### config.mk
export PLATFORM = sky130hd
export DESIGN_NAME = swept_pwm_gen
export DESIGN_NICKNAME = d
export VERILOG_FILES = /design/src/rtl/swpwm_pkg.sv /design/src/rtl/swpwm_tick_ctr.sv /design/src/rtl/swpwm_duty_seq.sv /design/src/rtl/swpwm_phase_fsm.sv /design/src/rtl/swept_pwm_gen.sv
export SDC_FILE = /design/constraint.sdc
export NUM_CORES = 1
export LEC_CHECK = 0
export ABC_AREA = 1
export BUFFER_PORTS_ARGS = -buffer_cell sky130_fd_sc_hd__buf_2
export CORE_UTILIZATION = 52
export CTS_CLUSTER_DIAMETER = 120
export DETAILED_ROUTE_END_ITERATION = 10
export PLACE_DENSITY = 0.69
export SKIP_CTS_REPAIR_TIMING = 1
export SYNTH_ARGS = -nofsm -noshare
export SYNTH_HDL_FRONTEND = slang
export SYNTH_SLANG_ARGS = --single-unit
### constraint.sdc
create_clock -name clk_i -period 2.2 [get_ports clk_i]
set_input_delay 0.44 -clock clk_i [delete_from_list [all_inputs] [get_ports clk_i]]
set_output_delay 0.44 -clock clk_i [all_outputs]
set_load 0.05 [all_outputs]
### src/rtl/swpwm_pkg.sv
package swpwm_pkg;

    // Phase of the output within the current period.
    typedef enum logic [1:0] {
        PH_OFF  = 2'd0,
        PH_HIGH = 2'd1,
        PH_LOW  = 2'd2
    } phase_e;

endpackage

### src/rtl/swpwm_tick_ctr.sv
module swpwm_tick_ctr #(
    parameter int PERIOD_TICKS = 80,
    localparam int CNT_W       = $clog2(PERIOD_TICKS)
) (
    input  logic             clk_i,
    input  logic             rst_i,
    input  logic             en_i,
    output logic [CNT_W-1:0] cnt_q_o,
    output logic [CNT_W-1:0] cnt_d_o,
    output logic             wrap_o
);

    localparam logic [CNT_W-1:0] CNT_LAST = CNT_W'(PERIOD_TICKS - 1);

    logic [CNT_W-1:0] cnt_q;

    // Next count: hold when disabled, wrap after the last tick.
    always_comb begin
        wrap_o = en_i && (cnt_q == CNT_LAST);
        if (!en_i) begin
            cnt_d_o = cnt_q;
        end else if (wrap_o) begin
            cnt_d_o = '0;
        end else begin
            cnt_d_o = cnt_q + CNT_W'(1);
        end
    end

    always_ff @(posedge clk_i) begin
        if (rst_i) begin
            cnt_q <= '0;
        end else begin
            cnt_q <= cnt_d_o;
        end
    end

    assign cnt_q_o = cnt_q;

    // the counter never leaves the period range
    a_r1_count_range: assert property (@(posedge clk_i) disable iff (rst_i)
        cnt_q < CNT_W'(PERIOD_TICKS));

    // the last tick is followed by tick zero
    a_r1_wrap_to_zero: assert property (@(posedge clk_i) disable iff (rst_i)
        (en_i && cnt_q == CNT_LAST) |=> (cnt_q == '0));

    // a disabled cycle leaves the count unchanged
    a_r8_count_frozen: assert property (@(posedge clk_i) disable iff (rst_i)
        !en_i |=> $stable(cnt_q));

endmodule

### src/rtl/swpwm_duty_seq.sv
module swpwm_duty_seq #(
    parameter int DUTY_STEPS   = 10,
    parameter int STEP_PERIODS = 1,
    localparam int CODE_W      = $clog2(DUTY_STEPS + 1)
) (
    input  logic              clk_i,
    input  logic              rst_i,
    input  logic              wrap_i,
    output logic [CODE_W-1:0] code_q_o,
    output logic [CODE_W-1:0] code_d_o
);

    localparam logic [CODE_W-1:0] CODE_MAX = CODE_W'(DUTY_STEPS);
    localparam int PER_W = (STEP_PERIODS > 1) ? $clog2(STEP_PERIODS) : 1;

    logic [CODE_W-1:0] code_q;
    logic              step;

    // Period divider, present only when more than one period per step.
    generate
        if (STEP_PERIODS > 1) begin : g_div
            logic [PER_W-1:0] per_q;
            always_ff @(posedge clk_i) begin
                if (rst_i) begin
                    per_q <= '0;
                end else if (wrap_i) begin
                    if (per_q == PER_W'(STEP_PERIODS - 1)) begin
                        per_q <= '0;
                    end else begin
                        per_q <= per_q + PER_W'(1);
                    end
                end
            end
            assign step = wrap_i && (per_q == PER_W'(STEP_PERIODS - 1));

            // the divider stays below its limit
            a_r6_div_range: assert property (@(posedge clk_i) disable iff (rst_i)
                per_q < PER_W'(STEP_PERIODS));
        end else begin : g_nodiv
            assign step = wrap_i;
        end
    endgenerate

    // Next code: step in tenths, fall back to zero after full scale.
    always_comb begin
        if (!step) begin
            code_d_o = code_q;
        end else if (code_q == CODE_MAX) begin
            code_d_o = '0;
        end else begin
            code_d_o = code_q + CODE_W'(1);
        end
    end

    always_ff @(posedge clk_i) begin
        if (rst_i) begin
            code_q <= '0;
        end else begin
            code_q <= code_d_o;
        end
    end

    assign code_q_o = code_q;

    // the code never exceeds full scale
    a_r4_code_range: assert property (@(posedge clk_i) disable iff (rst_i)
        code_q <= CODE_MAX);

    // stepping from full scale lands on zero
    a_r4_full_wraps: assert property (@(posedge clk_i) disable iff (rst_i)
        (wrap_i && code_q == CODE_MAX && step) |=> (code_q == '0));

    // without a period wrap the code holds
    a_r5_code_holds: assert property (@(posedge clk_i) disable iff (rst_i)
        !wrap_i |=> $stable(code_q));

endmodule

### src/rtl/swpwm_phase_fsm.sv
module swpwm_phase_fsm
    import swpwm_pkg::*;
#(
    parameter int PERIOD_TICKS = 80,
    parameter int DUTY_STEPS   = 10,
    localparam int CNT_W       = $clog2(PERIOD_TICKS),
    localparam int CODE_W      = $clog2(DUTY_STEPS + 1)
) (
    input  logic              clk_i,
    input  logic              rst_i,
    input  logic              en_i,
    input  logic [CNT_W-1:0]  cnt_d_i,
    input  logic [CODE_W-1:0] code_d_i,
    output logic              pwm_o,
    output logic              period_start_o
);

    localparam int TICK_STEP = PERIOD_TICKS / DUTY_STEPS;
    localparam int HI_W      = CNT_W + 1;

    phase_e          state_q;
    phase_e          state_d;
    logic [HI_W-1:0] hi_ticks_d;
    logic            start_q;

    // Next phase is taken from the count and code the next cycle will hold.
    always_comb begin
        hi_ticks_d = HI_W'(code_d_i) * HI_W'(TICK_STEP);
        if (!en_i) begin
            state_d = PH_OFF;
        end else if (HI_W'(cnt_d_i) < hi_ticks_d) begin
            state_d = PH_HIGH;
        end else begin
            state_d = PH_LOW;
        end
    end

    // State register.
    always_ff @(posedge clk_i) begin
        if (rst_i) begin
            state_q <= PH_OFF;
            start_q <= 1'b0;
        end else begin
            state_q <= state_d;
            start_q <= en_i && (cnt_d_i == '0);
        end
    end

    // Outputs from state.
    always_comb begin
        pwm_o = 1'b0;
        unique case (state_q)
            PH_HIGH: pwm_o = 1'b1;
            PH_LOW:  pwm_o = 1'b0;
            PH_OFF:  pwm_o = 1'b0;
            default: pwm_o = 1'b0;
        endcase
    end

    assign period_start_o = start_q;

    // a disabled cycle turns the output and the start flag off
    a_r8_off_when_disabled: assert property (@(posedge clk_i) disable iff (rst_i)
        !en_i |=> (!pwm_o && !period_start_o));

    // the start flag never lasts two cycles
    a_r9_start_single: assert property (@(posedge clk_i) disable iff (rst_i)
        period_start_o |=> !period_start_o);

endmodule

### src/rtl/swept_pwm_gen.sv
module swept_pwm_gen #(
    parameter int PERIOD_TICKS = 80,
    parameter int DUTY_STEPS   = 10,
    parameter int STEP_PERIODS = 1,
    localparam int CNT_W       = $clog2(PERIOD_TICKS),
    localparam int CODE_W      = $clog2(DUTY_STEPS + 1)
) (
    input  logic              clk_i,
    input  logic              rst_i,
    input  logic              en_i,
    output logic              pwm_o,
    output logic [CODE_W-1:0] duty_code_o,
    output logic              period_start_o
);

    logic [CNT_W-1:0]  cnt_q;
    logic [CNT_W-1:0]  cnt_d;
    logic              wrap;
    logic [CODE_W-1:0] code_q;
    logic [CODE_W-1:0] code_d;

    swpwm_tick_ctr #(
        .PERIOD_TICKS (PERIOD_TICKS)
    ) u_tick_ctr (
        .clk_i   (clk_i),
        .rst_i   (rst_i),
        .en_i    (en_i),
        .cnt_q_o (cnt_q),
        .cnt_d_o (cnt_d),
        .wrap_o  (wrap)
    );

    swpwm_duty_seq #(
        .DUTY_STEPS   (DUTY_STEPS),
        .STEP_PERIODS (STEP_PERIODS)
    ) u_duty_seq (
        .clk_i    (clk_i),
        .rst_i    (rst_i),
        .wrap_i   (wrap),
        .code_q_o (code_q),
        .code_d_o (code_d)
    );

    swpwm_phase_fsm #(
        .PERIOD_TICKS (PERIOD_TICKS),
        .DUTY_STEPS   (DUTY_STEPS)
    ) u_phase_fsm (
        .clk_i          (clk_i),
        .rst_i          (rst_i),
        .en_i           (en_i),
        .cnt_d_i        (cnt_d),
        .code_d_i       (code_d),
        .pwm_o          (pwm_o),
        .period_start_o (period_start_o)
    );

    assign duty_code_o = code_q;

    // the start flag coincides with count zero
    a_r9_start_at_zero: assert property (@(posedge clk_i) disable iff (rst_i)
        period_start_o |-> (cnt_q == '0));

    // a high output never appears under code zero
    a_r3_low_at_code_zero: assert property (@(posedge clk_i) disable iff (rst_i)
        pwm_o |-> (code_q != '0));

    // at full scale with enable steady the output stays high
    a_r3_full_stays_high: assert property (@(posedge clk_i) disable iff (rst_i)
        (pwm_o && en_i && code_d == CODE_W'(DUTY_STEPS)) |=> pwm_o);

endmodule

==> out/results.ini, run 1 <==
[global_route]
first_global_vias=585
antenna_found_initial=0
grt_first_pass_wirelength_um=2310
grt_max_degree=14
track_usage_pct=21.6
grt.overflow.total=0

[logic_synthesis]
synth_top_area_cell=dfxtp_1
synthTopCellsByArea=dfxtp_1 36%, nor2_1 10%, inv_1 7.8%
synth-edff-count=0
async_reset_ff_share_pct=0
synth_cells=106
synth-seq-cells=14
syn-num-nets=113
yosysWarnings=0
synth_flop_cell=dfxtp_1
syn_area_per_cell_um2=7.27
synth.distinct_cells=23
synth_top_area_share_pct=36.4
ys_seq_area_share_pct=36.4
synth_common_cells=21 x nor2_1, 16 x inv_1, 15 x nand2_1, 14 x dfxtp_1, 7 x nand3_1
mappedNetlistArea_um2=771
synth_most_common_cell=nor2_1

[clock_tree]
cts_sinks=14
clkTransAtPathRegs_ns=0.09
cts_root_buf=clkbuf_4
htree_levels=1
insertion_delay_ns=0.28
cts_max_path_buffers=2
cts_tree=done
numCtsBuffers=3

[die]
die_h_um=40.5
start_util_pct=57.8
coreArea_um2=1330
die_w_um=40.5
rows=13
num_io_pins=9
die_area_um2=1640

[setup_path]
crit_path_end_kind=flop
crit_path_start_kind=flop
slowest_delay_ns=0.38
crit_chain=ha_1 -> nand4_2 -> nor2_1 -> nand3_1 -> nand3_1 -> inv_1 -> ha_1 -> a21oi_1 -> nand2_1 -> nor2_2
crit_path_top_delay_cell=dfxtp_1
required_ns=2.43
worstPathArrival_ns=2.19
criticalPathCategory=reg2reg
critPathMaxFanout=4

[final_layout]
diodes=0
syn_to_final_growth_pct=10.4
drive_above_1_share_pct=19.0
fillers=124
finalNetCount=124
final_core_util_pct=63.8

[sta]
tns_ns=0
fin_crit_sh_pct=89.1
final-hold-violation-count=0
tightestPinTransition_ns=0.224
rsz0062_at_grt=no
setup_viol=0
finalCriticalPeriod_ns=1.96
fmax_mhz=510
slew_headroom_pct=84.6
hold_ws_ns=0.484
skew_ns=0.00150
slew_violations=0

[worst_hold_path]
hp-class=in2reg

[flow_run]
max_cap_viol_count=0

[route]
finalWirelength_um=1410
vias=680
via_per_inst=5.19
drt_iter0_markers=20
wl_per_cell_um=10.8
ant_nets=0
post-route-drc-count=0
firstDrtPassIters=5

[power_and_ir_drop]
worst_ir_drop_vdd_mv=0.414
power.density_nw_per_um2=562
power_leakage_nw=0.411

[placement]
dpl.hpwl_um=1060
globalplace.congestion=0.831
portBuffers=8

[status]
outcome=complete, no violations

==> registers in the layout, summed over array words and instances, names as in the netlist <==
name and count:
u_tick_ctr.cnt_q_o 7, u_phase_fsm.state_q 2, u_phase_fsm.period_start_o 1, u_duty_seq.code_q_o 4
==> per-stage QoR <==
step	std cells	worst slack (ns)	instance area [um2]	total power, mW
floorplan	106	0.348	771	0.291
global placement	127	0.270	815	0.298
detailed placement	127	0.250	815	0.298
CTS	131	0.260	851	0.487
global route	131	0.0861	851	0.500
finish	131	0.239	851	0.478
==> metal layers <==
layer / vias to the layer above / share of wire, % / routed length [um] / global-route usage [%]
met1: 303 / 50 / 709 / 28.1
met4: 0 / 0.71 / 10 / 7.50
met5: - / 0 / 0 / 0
met3: 2 / 4.4 / 62 / 6.67
li1: 361 / - / - / -
met2: 14 / 45 / 630 / 33.3
==> final cells by class <==
class	count	area, um2	share of cell area, %
multi-input combinational	74	415	48.8
sequential	14	280	32.9
inverter	16	60.1	7.06
timing repair buffer	8	40.0	4.71
clock buffer	4	36.3	4.26
tap	15	18.8	2.21
==> kinds of logic (layout without fill, tap and decap cells) <==
logic type	count (synthesis)	in the layout	share of synthesized area [%]
AO/OA/AOI/OAI	11	11	7.47
XOR/XNOR	2	2	2.27
adder cells (fa/ha/maj)	4	4	6.49
buffers and inverters	18	28	9.74
flip-flops	14	14	36.4
multiplexers	1	1	1.30
AND/OR/NAND/NOR	56	56	36.4
==> critical path, delay by kind of cell (launching register included) <==
| kind | cells | cell delay (ns) |
|---|---|---|
| flops | 1 | 0.38 |
| simple gates | 6 | 0.73 |
| compound gates | 1 | 0.19 |
| fa+ha+maj | 2 | 0.55 |
| buf+inv | 1 | 0.06 |
==> power breakdown <==
part | switching (mW) | internal, mW | total (mW)
clock | 0.0858 | 0.101 | 0.186
combinational | 0.0198 | 0.00910 | 0.0289
sequential | 0.00373 | 0.259 | 0.263
total | 0.109 | 0.369 | 0.478
==> layout by cell type (no fill, tap or decap) <==
| master | Yosys | routed |
|---|---|---|
| o22ai_1 | 1 | 1 |
| a31oi_1 | 1 | 1 |
| nand4_2 | 1 | 1 |
| nand2_1 | 15 | 15 |
| clkbuf_8 | 0 | 1 |
| or3_1 | 1 | 1 |
| nand2_4 | 1 | 1 |
| xor2_1 | 1 | 1 |
| o21ai_0 | 4 | 4 |
| nand3_1 | 7 | 7 |
| nand3_2 | 2 | 2 |
| a21oi_1 | 5 | 5 |
| buf_2 | 0 | 8 |
| inv_1 | 16 | 16 |
| mux2i_1 | 1 | 1 |
| nand2_2 | 3 | 3 |
| nor2_1 | 21 | 21 |
| nor2_2 | 1 | 1 |
| clkbuf_4 | 0 | 3 |
| dfxtp_1 | 14 | 14 |
| xnor2_1 | 1 | 1 |
| nor2_4 | 2 | 2 |
| nand4_1 | 2 | 2 |
| ha_1 | 4 | 4 |
==> path summary, 6_finish.rpt <==
check / startpoint / endpoint / slack (ns) / cells after the start
worst max-delay path: u_tick_ctr.cnt_q_o[0] / u_phase_fsm.state_q[0] / 0.24 / 10
worst min-delay path: rst_i / u_tick_ctr.cnt_q_o[0] / 0.48 / 2
worst max register to register: u_tick_ctr.cnt_q_o[0] / u_phase_fsm.state_q[0] / 0.24 / 10
worst min register to register: u_tick_ctr.cnt_q_o[1] / u_tick_ctr.cnt_q_o[1] / 0.55 / 2
No activity file was read; power rests on OpenSTA's default activity.
==> run 2: changes to the inputs <==
--- a/config.mk
+++ b/config.mk
@@ -5,7 +5,6 @@
 export SDC_FILE = /design/constraint.sdc
 export NUM_CORES = 1
 export LEC_CHECK = 0
-export ABC_AREA = 1
 export BUFFER_PORTS_ARGS = -buffer_cell sky130_fd_sc_hd__buf_2
 export CORE_UTILIZATION = 52
 export CTS_CLUSTER_DIAMETER = 120
==> run 2 against run 1 <==
Against the previous run: total power rose by 1.9%; via count rose by 6.5%; synthesized cell count fell by 15%; first-iteration DRC count rose by 25%; hold slack barely moved; sequential power barely moved; non-clock buffer count rose by 12; clock power barely moved; die area rose by 4.2%; worst setup slack got worse by 0.16 ns; critical endpoint unchanged.
==> out/results.ini, run 2 <==
[die]
coreArea_um2=1370  ; +2.4%
die_h_um=41.3  ; +2.1%
rows=13  ; unchanged
start_util_pct=58.9  ; +1.1 points
num_io_pins=9  ; unchanged
die_area_um2=1710  ; +4.2%
die_w_um=41.3  ; +2.1%

[sta]
finalCriticalPeriod_ns=2.12  ; +0.160 ns
slew_headroom_pct=78.7  ; -6.0 points
tightestPinTransition_ns=0.312  ; +0.0877 ns
fin_crit_sh_pct=96.4  ; +7.3 points
fmax_mhz=471  ; -7.6%
slew_violations=0  ; unchanged
setup_viol=0  ; unchanged
tns_ns=0  ; unchanged
rsz0062_at_grt=yes
final-hold-violation-count=0  ; unchanged
skew_ns=0.00351  ; +0.00201 ns

[clock_tree]
clkTransAtPathRegs_ns=0.09  ; about the same
numCtsBuffers=3  ; unchanged
insertion_delay_ns=0.28  ; about the same
htree_levels=1  ; unchanged
cts_sinks=14  ; unchanged
cts_max_path_buffers=2  ; unchanged
cts_tree=done
cts_root_buf=clkbuf_4

[final_layout]
postLayoutCellArea_um2=987  ; +16%
drive_above_1_share_pct=29.1  ; +10 points
final_core_util_pct=72.3  ; +8.5 points
fillers=107  ; -14%
diodes=0  ; unchanged
syn_to_final_growth_pct=22.7
most-common-layout-cells=11 x buf_4, 11 x dfxtp_1, 10 x nor2_1
finalNetCount=118  ; -4.8%
largest_reg_flops=7  ; unchanged

[logic_synthesis]
async_reset_ff_share_pct=0  ; unchanged
synth_common_cells=14 x dfxtp_1, 10 x nor2_1, 6 x nor2b_1, 5 x inv_1, 5 x nand2_1
syn_area_per_cell_um2=8.94  ; +23%
synthTopCellsByArea=dfxtp_1 35%, ha_1 6.2%, nor2_1 4.7%
synth_flop_cell=dfxtp_1
synth_cells=90  ; -15%
synth.distinct_cells=35  ; +52%
yosysWarnings=0  ; unchanged
mappedNetlistArea_um2=805  ; +4.4%
synth_most_common_cell=dfxtp_1
synth_top_area_share_pct=34.8  ; -1.5 points
synth-edff-count=0  ; unchanged
synth_top_area_cell=dfxtp_1
ys_seq_area_share_pct=34.8  ; -1.5 points
synth-seq-cells=14  ; unchanged
syn-num-nets=97  ; -14%

[worst_hold_path]
hp-class=in2reg

[placement]
dpl.hpwl_um=1260  ; +19%
place_area_um2=935  ; +15%
globalplace.congestion=0.860  ; +3.5%
portBuffers=8  ; unchanged

[route]
via_per_inst=5.79  ; +12%
post-route-drc-count=0  ; unchanged
wl_per_cell_um=14.0  ; +30%
finalWirelength_um=1750  ; +24%
ant_nets=0  ; unchanged
firstDrtPassIters=4  ; -1
drt_iter0_markers=25  ; +25%
vias=724  ; +6.5%

[power_and_ir_drop]
worst_ir_drop_vdd_mv=0.395  ; -4.7%
power.density_nw_per_um2=493  ; -12%
power_leakage_nw=0.423  ; +2.9%

[setup_path]
crit_path_start_kind=flop
criticalPathCategory=reg2reg
crit_path_end_kind=flop
required_ns=2.38  ; -0.05 ns
worstPathArrival_ns=2.30  ; +0.11 ns
critPathMaxFanout=9  ; +5

[global_route]
track_usage_pct=23.6  ; +2.0 points
grt.overflow.total=0  ; unchanged
grt_max_degree=13  ; -1
first_global_vias=575  ; -1.7%
antenna_found_initial=0  ; unchanged
grt_first_pass_wirelength_um=2530  ; +9.3%

[status]
outcome=complete, no violations

[flow_run]
max_cap_viol_count=0  ; unchanged

[run 2: cell types whose count changed after synthesis, sizes merged, moves of 3 or more]
cell,before,now
inv,16,5
nand2,19,5
nor2b,0,6
nand2b,0,3
nand3,9,2
nor2,24,10
[run 2: cell type report]
class,count,area (um2),area share [%]
Timing Repair Buffer,20,134,13.6
Sequential cell,14,284,28.8
Clock buffer,4,36.3,3.68
Tap cell,15,18.8,1.90
Inverter,5,18.8,1.90
Multi-Input combinational cell,67,495,50.2
[run 2: power breakdown]
| group | internal (mW) | switching [mW] |
|---|---|---|
| Sequential | 0.259 | 0.00369 |
| Clock | 0.101 | 0.0884 |
| Combinational | 0.0170 | 0.0185 |
[run 2: worst paths after layout]
| check | endpoint | cells past startpoint | slack, ns | from |
|---|---|---|---|---|
| worst max-delay path | u_phase_fsm.state_q[0] | 9 | 0.08 | u_tick_ctr.cnt_q_o[1] |
| worst min-delay path | u_tick_ctr.cnt_q_o[0] | 2 | 0.48 | rst_i |
| worst max register to register | u_phase_fsm.state_q[0] | 9 | 0.08 | u_tick_ctr.cnt_q_o[1] |
| worst min register to register | u_duty_seq.code_q_o[0] | 2 | 0.60 | u_duty_seq.code_q_o[0] |
[run 2: critical path, cell delays in order, from the launching register on]
cell and delay [ns]:
dfxtp_2 0.36, ha_4 0.15, and4_4 0.23, buf_6 0.13, o21ai_0 0.08, a22o_1 0.25, ha_1 0.30, nand3_1 0.07
a311o_1 0.28, and3b_1 0.17
[run 2: logic make-up after synthesis]
family | Yosys count | synth area share, %
multiplexers | 2 | 2.49
AND/OR/NAND/NOR | 36 | 25.2
XOR/XNOR | 5 | 5.44
adder cells (fa/ha/maj) | 4 | 6.22
flip-flops | 14 | 34.8
buffers and inverters | 9 | 5.44
AO/OA/AOI/OAI | 20 | 20.4
[run 2: stage by stage]
step,std cells,power (mW),hold WS [ns],setup WS (ns)
detailed placement,120,0.303,0.579,-0.0265
floorplan,90,0.292,0.512,-0.0870
global placement,120,0.302,0.580,0.0136
CTS,124,0.488,0.483,-0.0300
finish,125,0.487,0.484,0.0790
global route,125,0.506,0.479,-0.0399
[run 2: per-layer routing]
metal / GRT usage (%) / vias up / routed length [um]
met5: 0 / - / 0
met4: 12.9 / 0 / 31
met3: 6.38 / 6 / 109
met2: 34.0 / 29 / 771
met1: 31.6 / 324 / 833
li1: - / 365 / -
